$ cat config.mk
export PLATFORM = sky130hd
export DESIGN_NAME = bus_hold_arbiter
export DESIGN_NICKNAME = d
export VERILOG_FILES = /design/src/rtl/bha_pkg.sv /design/src/rtl/bha_sync.sv /design/src/rtl/bha_fsm.sv /design/src/rtl/bha_irq.sv /design/src/rtl/bus_hold_arbiter.sv
export SDC_FILE = /design/constraint.sdc
export NUM_CORES = 1
export LEC_CHECK = 0
export ABC_CLOCK_PERIOD_IN_PS = 1300
export BUFFER_PORTS_ARGS = -buffer_cell sky130_fd_sc_hd__buf_2
export CAP_MARGIN = 10
export CORE_AREA = 5 5 42 44
export DETAILED_ROUTE_END_ITERATION = 7
export DIE_AREA = 0 0 47 49
export RECOVER_POWER = 25
export SLEW_MARGIN = 20
export SYNTH_ARGS = -nofsm -noshare
export SYNTH_HDL_FRONTEND = slang
export SYNTH_HIERARCHICAL = 1
export SYNTH_SLANG_ARGS = --single-unit
$ cat constraint.sdc
create_clock -name clk -period 1.3 [get_ports clk]
set_clock_uncertainty 0.1 [all_clocks]
set_input_delay 0.065 -clock clk [delete_from_list [all_inputs] [get_ports clk]]
set_output_delay 0.065 -clock clk [all_outputs]
set_load 0.005 [all_outputs]
$ cat src/rtl/bha_pkg.sv
package bha_pkg;

  typedef enum logic [1:0] {
    ST_IDLE     = 2'd0,
    ST_ENTERING = 2'd1,
    ST_HELD     = 2'd2,
    ST_RELEASE  = 2'd3
  } hold_state_t;

endpackage

$ cat src/rtl/bha_sync.sv
module bha_sync #(
  parameter int   STAGES  = 2,
  parameter logic RST_VAL = 1'b1
) (
  input  logic clk,
  input  logic rst_n,
  input  logic d,
  output logic q
);
  localparam int LAST = STAGES - 1;

  logic [LAST:0] chain_q;
  logic [LAST:0] chain_d;

  always_comb begin
    chain_d[0] = d;
    for (int i = 1; i <= LAST; i++) chain_d[i] = chain_q[i-1];
  end

  always_ff @(posedge clk or negedge rst_n) begin
    if (!rst_n) chain_q <= {STAGES{RST_VAL}};
    else        chain_q <= chain_d;
  end

  assign q = chain_q[LAST];
endmodule

$ cat src/rtl/bha_fsm.sv
module bha_fsm
  import bha_pkg::*;
(
  input  logic        clk,
  input  logic        rst_n,
  input  logic        req,
  input  logic        cycle_done,
  output hold_state_t state
);
  hold_state_t state_q, state_d;

  always_comb begin
    state_d = state_q;
    unique case (state_q)
      ST_IDLE:     if (req) state_d = ST_ENTERING;
      ST_ENTERING: begin
        if (!req)            state_d = ST_IDLE;
        else if (cycle_done) state_d = ST_HELD;
      end
      ST_HELD:     if (!req) state_d = ST_RELEASE;
      ST_RELEASE:  state_d = ST_IDLE;
      default:     state_d = ST_IDLE;
    endcase
  end

  always_ff @(posedge clk or negedge rst_n) begin
    if (!rst_n) state_q <= ST_IDLE;
    else        state_q <= state_d;
  end

  assign state = state_q;
endmodule

$ cat src/rtl/bha_irq.sv
module bha_irq
  import bha_pkg::*;
(
  input  logic        clk,
  input  logic        rst_n,
  input  hold_state_t state,
  input  logic        req,
  input  logic        cycle_done,
  input  logic        irq_pend,
  input  logic        exec_ext,
  output logic        breq,
  output logic        irq
);
  logic entry_q, entry_d, entry_en;
  logic breq_q, breq_d, breq_en;
  logic irq_q, irq_d, irq_en;

  logic in_idle, in_enter, in_held, in_rel;
  logic cpu_free;
  logic grant_now;

  assign in_idle  = (state == ST_IDLE);
  assign in_enter = (state == ST_ENTERING);
  assign in_held  = (state == ST_HELD);
  assign in_rel   = (state == ST_RELEASE);
  assign cpu_free = in_idle && !irq_pend;
  assign grant_now = in_enter && req && cycle_done;

  // entry flag: interrupt seen while entering hold with external code
  always_comb begin
    entry_en = 1'b0;
    entry_d  = entry_q;
    if (in_idle) begin
      entry_en = 1'b1;
      entry_d  = 1'b0;
    end else if (in_enter && irq_pend && exec_ext) begin
      entry_en = 1'b1;
      entry_d  = 1'b1;
    end
  end

  // bus request: held, external code, interrupt pending
  always_comb begin
    breq_en = 1'b0;
    breq_d  = breq_q;
    if (cpu_free) begin
      breq_en = 1'b1;
      breq_d  = 1'b0;
    end else if (in_held && irq_pend && exec_ext && !irq_q) begin
      breq_en = 1'b1;
      breq_d  = 1'b1;
    end
  end

  // interrupt output: three set paths, one clear path
  always_comb begin
    irq_en = 1'b0;
    irq_d  = irq_q;
    if (cpu_free) begin
      irq_en = 1'b1;
      irq_d  = 1'b0;
    end else if (grant_now && exec_ext && (entry_q || irq_pend)) begin
      irq_en = 1'b1;
      irq_d  = 1'b1;
    end else if (in_held && irq_pend && !exec_ext && !breq_q) begin
      irq_en = 1'b1;
      irq_d  = 1'b1;
    end else if (in_rel && breq_q) begin
      irq_en = 1'b1;
      irq_d  = 1'b1;
    end
  end

  always_ff @(posedge clk or negedge rst_n) begin
    if (!rst_n) begin
      entry_q <= 1'b0;
      breq_q  <= 1'b0;
      irq_q   <= 1'b0;
    end else begin
      if (entry_en) entry_q <= entry_d;
      if (breq_en)  breq_q  <= breq_d;
      if (irq_en)   irq_q   <= irq_d;
    end
  end

  assign breq = breq_q;
  assign irq  = irq_q;
endmodule

$ cat src/rtl/bus_hold_arbiter.sv
module bus_hold_arbiter
  import bha_pkg::*;
#(
  parameter int SYNC_STAGES = 2,
  parameter int RST_STAGES  = 2
) (
  input  logic clk,
  input  logic rst_n,
  input  logic hold_req_n,
  input  logic hold_en,
  input  logic irq_pend,
  input  logic exec_ext,
  input  logic cycle_done,
  output logic hold_ack_n,
  output logic bus_req_n,
  output logic irq_out_n
);
  logic        rst_int_n;
  logic        hreq_n_s;
  logic        req;
  hold_state_t state;
  logic        breq;
  logic        irq;

  bha_sync #(.STAGES(RST_STAGES), .RST_VAL(1'b0)) u_rst_sync (
    .clk   (clk),
    .rst_n (rst_n),
    .d     (1'b1),
    .q     (rst_int_n)
  );

  bha_sync #(.STAGES(SYNC_STAGES), .RST_VAL(1'b1)) u_req_sync (
    .clk   (clk),
    .rst_n (rst_int_n),
    .d     (hold_req_n),
    .q     (hreq_n_s)
  );

  assign req = hold_en && !hreq_n_s;

  bha_fsm u_fsm (
    .clk        (clk),
    .rst_n      (rst_int_n),
    .req        (req),
    .cycle_done (cycle_done),
    .state      (state)
  );

  bha_irq u_irq (
    .clk        (clk),
    .rst_n      (rst_int_n),
    .state      (state),
    .req        (req),
    .cycle_done (cycle_done),
    .irq_pend   (irq_pend),
    .exec_ext   (exec_ext),
    .breq       (breq),
    .irq        (irq)
  );

  assign hold_ack_n = (state != ST_HELD);
  assign bus_req_n  = !breq;
  assign irq_out_n  = !irq;
endmodule

==> flow_metrics.tcl, run 1 <==
set metrics [dict create \
    status "finished, final reports clean" \
    ys_warn_count 6 \
    grt_pass1_vias 341 \
    synth_seq_area_share 0.567 \
    nets 60 \
    ys_top_cells_by_count "dfrtp_1, inv_1, o21ai_0" \
    drtPass1Iterations 4 \
    gp_congestion 0.694 \
    syn_area_um2 402 \
    crit_required_ns 1.13 \
    drv_cap 0 \
    htreeDepth 1 \
    cpPeakStageDelay_ns 0.48 \
    core_um2 1400 \
    gr-total-overflow 0 \
    synth.most_common_cell "dfrtp_1" \
    dp.cells 59 \
    syn-num-nets 41 \
    num_rows 14 \
    endpoint_kind "output port" \
    synth_top_area_cell "dfrtp_1" \
    via_per_inst 4.54 \
    initial_core_util 0.287 \
    cts_buffers 3 \
    syn_inst 34 \
    cp_cell_sequence "nand2b_1, buf_2" \
    synth_seq_cells 9 \
    clkTransAtPathRegs_ns 0.07 \
    cp_max_fo 11 \
    antenna_found_initial 0 \
    finalHoldViolCount 0 \
    setup_viol 0 \
    synth.area.top_cells "dfrtp_1, dfstp_2, o21ai_0" \
    ctsLongestPathBuffers 2 \
    synth_top_area_frac 0.436 \
    drive_gt1_frac 0.404 \
    root_buffer "clkbuf_4" \
    clock-sinks 9 \
    crit_arrival_ns 1.05 \
    period_share 0.934 \
    ir_drop_mv 0.611 \
    final_cells 68 \
    antenna_cells 0 \
    synth-edff-count 0 \
    hold_class "flop to async pin" \
    fillCellCount 150 \
    p_leak_nw 0.239 \
    drt-initial-drc-count 5 \
    async_flop_share 1.00 \
    fmax_mhz 824 \
    ys_types 20 \
    synth_ff_type "dfrtp_1" \
    fin_crit_ns 1.21 \
    rsz0062_at_grt "no" \
    critPathSlowestCell "dfrtp_1" \
    worstSkewPairLatency_ns 0.26 \
    cts_tree "yes" \
    crit_type "flop to output port" \
    die_w_um 47 \
    wl_per_cell_um 11.4 \
    grt_use_total 0.0894 \
    tns_ns 0 \
    place.port_buffers 9 \
    grt_max_degree 12 \
    die_area_um2 2300 \
    wl_um 777 \
    dpl.hpwl_um 540 \
    flow.area_growth_from_synthesis_pct 35.5 \
    setup.worst_path.start_class "flop" \
    io_pins 10 \
    die_y_um 49 \
    drc 0 \
    avgSynthCellArea_um2 11.8 \
    via_count 309 \
    final_max_slew_viol_count 0 \
    power.density_nw_per_um2 1340 \
    grt_pass1_wl_um 1450 \
    ant_nets 0 \
]
metal layers:
metal / vias to the layer above / wire [µm] / GRT usage
li1: 152 / - / -
met2: 10 / 343 / 0.113
met4: 0 / 12 / 0.0691
met3: 2 / 46 / 0.0221
met1: 145 / 374 / 0.124
met5: - / 0 / 0
power breakdown:
group	switching, mW	internal, mW	leakage, nW
Combinational	0.0593	0.0827	0.109
Sequential	0.0510	0.319	0.112
Clock	0.105	0.114	0.0177
Total	0.216	0.516	0.239
timing repair:
| item | in CTS | in global routing |
|---|---|---|
| endpoints found under the hold margin | 6 | 0 |
| buffers inserted | 0 | 0 |
| hold buffers | 5 | 0 |
| resized for setup | 0 | 0 |
cell families (layout without fill, tap and decap cells):
logic type / after synthesis / in the layout / share of synthesized area
compound gates: 9 / 9 / 0.159
simple gates: 12 / 12 / 0.237
other cells: 1 / 1 / 0.00934
buf+inv: 3 / 21 / 0.0280
flops: 9 / 9 / 0.567
final cells by class:
cell class / instances / area, µm² / share of cell area
Clock buffer: 3 / 22.5 / 0.0414
Sequential cell: 9 / 228 / 0.418
Clock inverter: 1 / 5.00 / 0.00920
Tap cell: 16 / 20.0 / 0.0368
Inverter: 3 / 11.3 / 0.0207
Timing Repair Buffer: 14 / 95.1 / 0.175
Multi-Input combinational cell: 22 / 163 / 0.299
critical path: cells and delay by family (launching register included):
kind / cells / cell delay [ns]
DFF: 1 / 0.48
buffers and inverters: 1 / 0.13
and+or+nand+nor: 1 / 0.18
placed cells by master (no fill, tap or decap), types with 2 or more instances in the layout:
master | synthesis | layout
nand2b_1 | 2 | 2
nor2_1 | 2 | 2
dfrtp_1 | 7 | 7
nand2_1 | 2 | 2
o21ai_0 | 3 | 3
inv_1 | 3 | 3
dfstp_2 | 2 | 2
clkbuf_4 | 0 | 3
dlygate4sd3_1 | 0 | 5
buf_2 | 0 | 9
per-stage QoR:
step	instance area [µm²]	hold WS [ns]	setup WS (ns)	power (mW)	utilization
finish	544	0.0225	0.0860	0.731	0.388
global route	544	0.0703	0.0164	0.782	0.388
CTS	544	0.0291	0.0788	0.742	0.388
detailed placement	467	-0.248	0.122	0.505	0.333
global placement	467	-0.250	0.157	0.501	0.333
floorplan	402	-0.331	0.199	0.451	-
final timing paths:
path / from / endpoint / slack [ns] / cells after the start
min in group clk: exec_ext / u_irq/entry_q / 0.04 / 3
max reg2reg: u_fsm/state[0] / u_irq/irq / 0.10 / 3
min: u_rst_sync/chain_q[1] / u_irq/breq / 0.02 / 0
min reg2reg: u_rst_sync/chain_q[1] / u_irq/breq / 0.02 / 0
max: u_fsm/state[0] / hold_ack_n / 0.09 / 2
max in group asynchronous: rst_n / u_rst_sync/chain_q[1] / 0.43 / 3
Power figures use the tool's default switching activity.
==> run 2, diff against run 1 <==
- ABC_CLOCK_PERIOD_IN_PS: 1300 -> 1260
- clock period: 1.3 -> 1.26 ns (I/O delays scaled with it)
==> run 2 against run 1 <==
Die area is the same; sequential share of layout area increased by 0.13 points; routed wire length decreased by 3.1%; critical path depth unchanged; setup slack improved by 0.0018 ns; combinational power grew 3%.
==> flow_metrics.tcl, run 2 (synthesis results as in run 1) <==
set metrics [dict create \
    timing.rr.end "u_irq/irq" \
    wl_per_cell_um 11.1 \
    place.port_buffers 9 \
    fillCellCount 148 \
    antenna_found_initial 0 \
    wl_met1_um 354 \
    crit_type "flop to output port" \
    clock-sinks 9 \
    grt_use_total 0.0866 \
    utilization 0.389 \
    ctsLongestPathBuffers 2 \
    drtPass1Iterations 4 \
    ir_drop_mv 0.595 \
    tns_ns 0 \
    antenna_cells 0 \
    setup.worst_path.start_class "flop" \
    cp_cell_sequence "nand2b_1, buf_2" \
    drive_gt1_frac 0.423 \
    fin_crit_ns 1.17 \
    dr_wl_met3_um 51 \
    die_w_um 47 \
    drc 0 \
    die_y_um 49 \
    wl_um 753 \
    crit_required_ns 1.10 \
    status "finished, final reports clean" \
    final_cells 68 \
    setup_viol 0 \
    core_um2 1400 \
    cpPeakStageDelay_ns 0.47 \
    fmax_mhz 853 \
    hold_ws_ns 0.0151 \
    top_layer "met4" \
    hold_class "flop to async pin" \
    drv_cap 0 \
    htreeDepth 1 \
    flow.area_growth_from_synthesis_pct 35.8 \
    worstSkewPairLatency_ns 0.26 \
    endpoint_kind "output port" \
    power.density_nw_per_um2 1370 \
    reg2reg_slack_ns 0.10 \
    root_buffer "clkbuf_4" \
    critical_path_buf_inv_count 1 \
    io_pins 10 \
    gp_congestion 0.694 \
    grt_pass1_wl_um 1390 \
    r2r_cells 3 \
    grt_max_degree 12 \
    dp.cells 59 \
    critical-path-top-delay-family "flip-flops" \
    via_count 301 \
    rsz0062_at_grt "no" \
    cp_max_fo 11 \
    clkTransAtPathRegs_ns 0.06 \
    nets 60 \
    timing.rr.start "u_fsm/state[0]" \
    wl_met2_um 324 \
    mostFrequentLayoutCell "buf_2" \
    critPathSlowestCell "dfrtp_2" \
    cts_setup_buffers 0 \
    drt-initial-drc-count 8 \
    period_share 0.930 \
    cts_tree "yes" \
    cts_buffers 3 \
    initial_core_util 0.287 \
    num_rows 14 \
    crit_arrival_ns 1.01 \
    die_area_um2 2300 \
    gr-total-overflow 0 \
    via_per_inst 4.43 \
    dpl.hpwl_um 541 \
    p_leak_nw 0.237 \
    ant_nets 0 \
    finalHoldViolCount 0 \
    final_max_slew_viol_count 0 \
    final_cell_mix "buf_2, dfrtp_1, dlygate4sd3_1" \
    grt_pass1_vias 333 \
]
-- run 2: cell counts in the layout (fill, tap and decap cells not counted) --
Identical to the previous run, type by type.
-- run 2: stage by stage --
stage                     cell area, µm²  worst slack (ns)  total power, mW
final                                546            0.0878            0.747
after global routing                 546            0.0319            0.803
after CTS                            544            0.0457            0.763
after detailed placement             467            0.0835            0.522
after global placement               467             0.117            0.517
after floorplan                      402             0.159            0.465
-- run 2: worst max path at each step --
stage,slack (ns),endpoint,start,cells past startpoint
4_1_cts,0.05,hold_ack_n,u_fsm/state[0],2
6_report,0.09,hold_ack_n,u_fsm/state[0],2
5_1_grt,0.03,hold_ack_n,u_fsm/state[0],2
3_5_place_dp,0.08,u_irq/irq,u_fsm/state[0],3
2_1_floorplan,0.16,u_irq/irq,u_fsm/state[0],3
3_3_place_gp,0.12,u_irq/irq,u_fsm/state[0],3
-- run 2: per-layer routing --
layer,vias to the layer above,track usage
met1,136,0.115
met2,8,0.106
met3,2,0.0221
li1,155,-
met4,0,0.0829
met5,-,0
-- run 2: final cells by class --
cell class	instances	area, µm²	share of cell area
Sequential cell	9	229	0.420
Multi-Input combinational cell	22	163	0.298
Timing Repair Buffer	14	95.1	0.174
Clock buffer	3	22.5	0.0413
Tap cell	16	20.0	0.0367
Inverter	3	11.3	0.0206
Clock inverter	1	5.00	0.00917
-- run 2: power breakdown --
part / leakage (nW) / switching (mW) / internal (mW)
registers: 0.110 / 0.0517 / 0.331
clock network: 0.0177 / 0.102 / 0.117
logic: 0.109 / 0.0602 / 0.0853
total: 0.237 / 0.214 / 0.534
-- run 2: repair_timing --
item	in CTS	in global routing
resized for setup	0	1
hold buffers	5	0
hold endpoints to repair	6	0
endpoints found under the setup margin	0	2
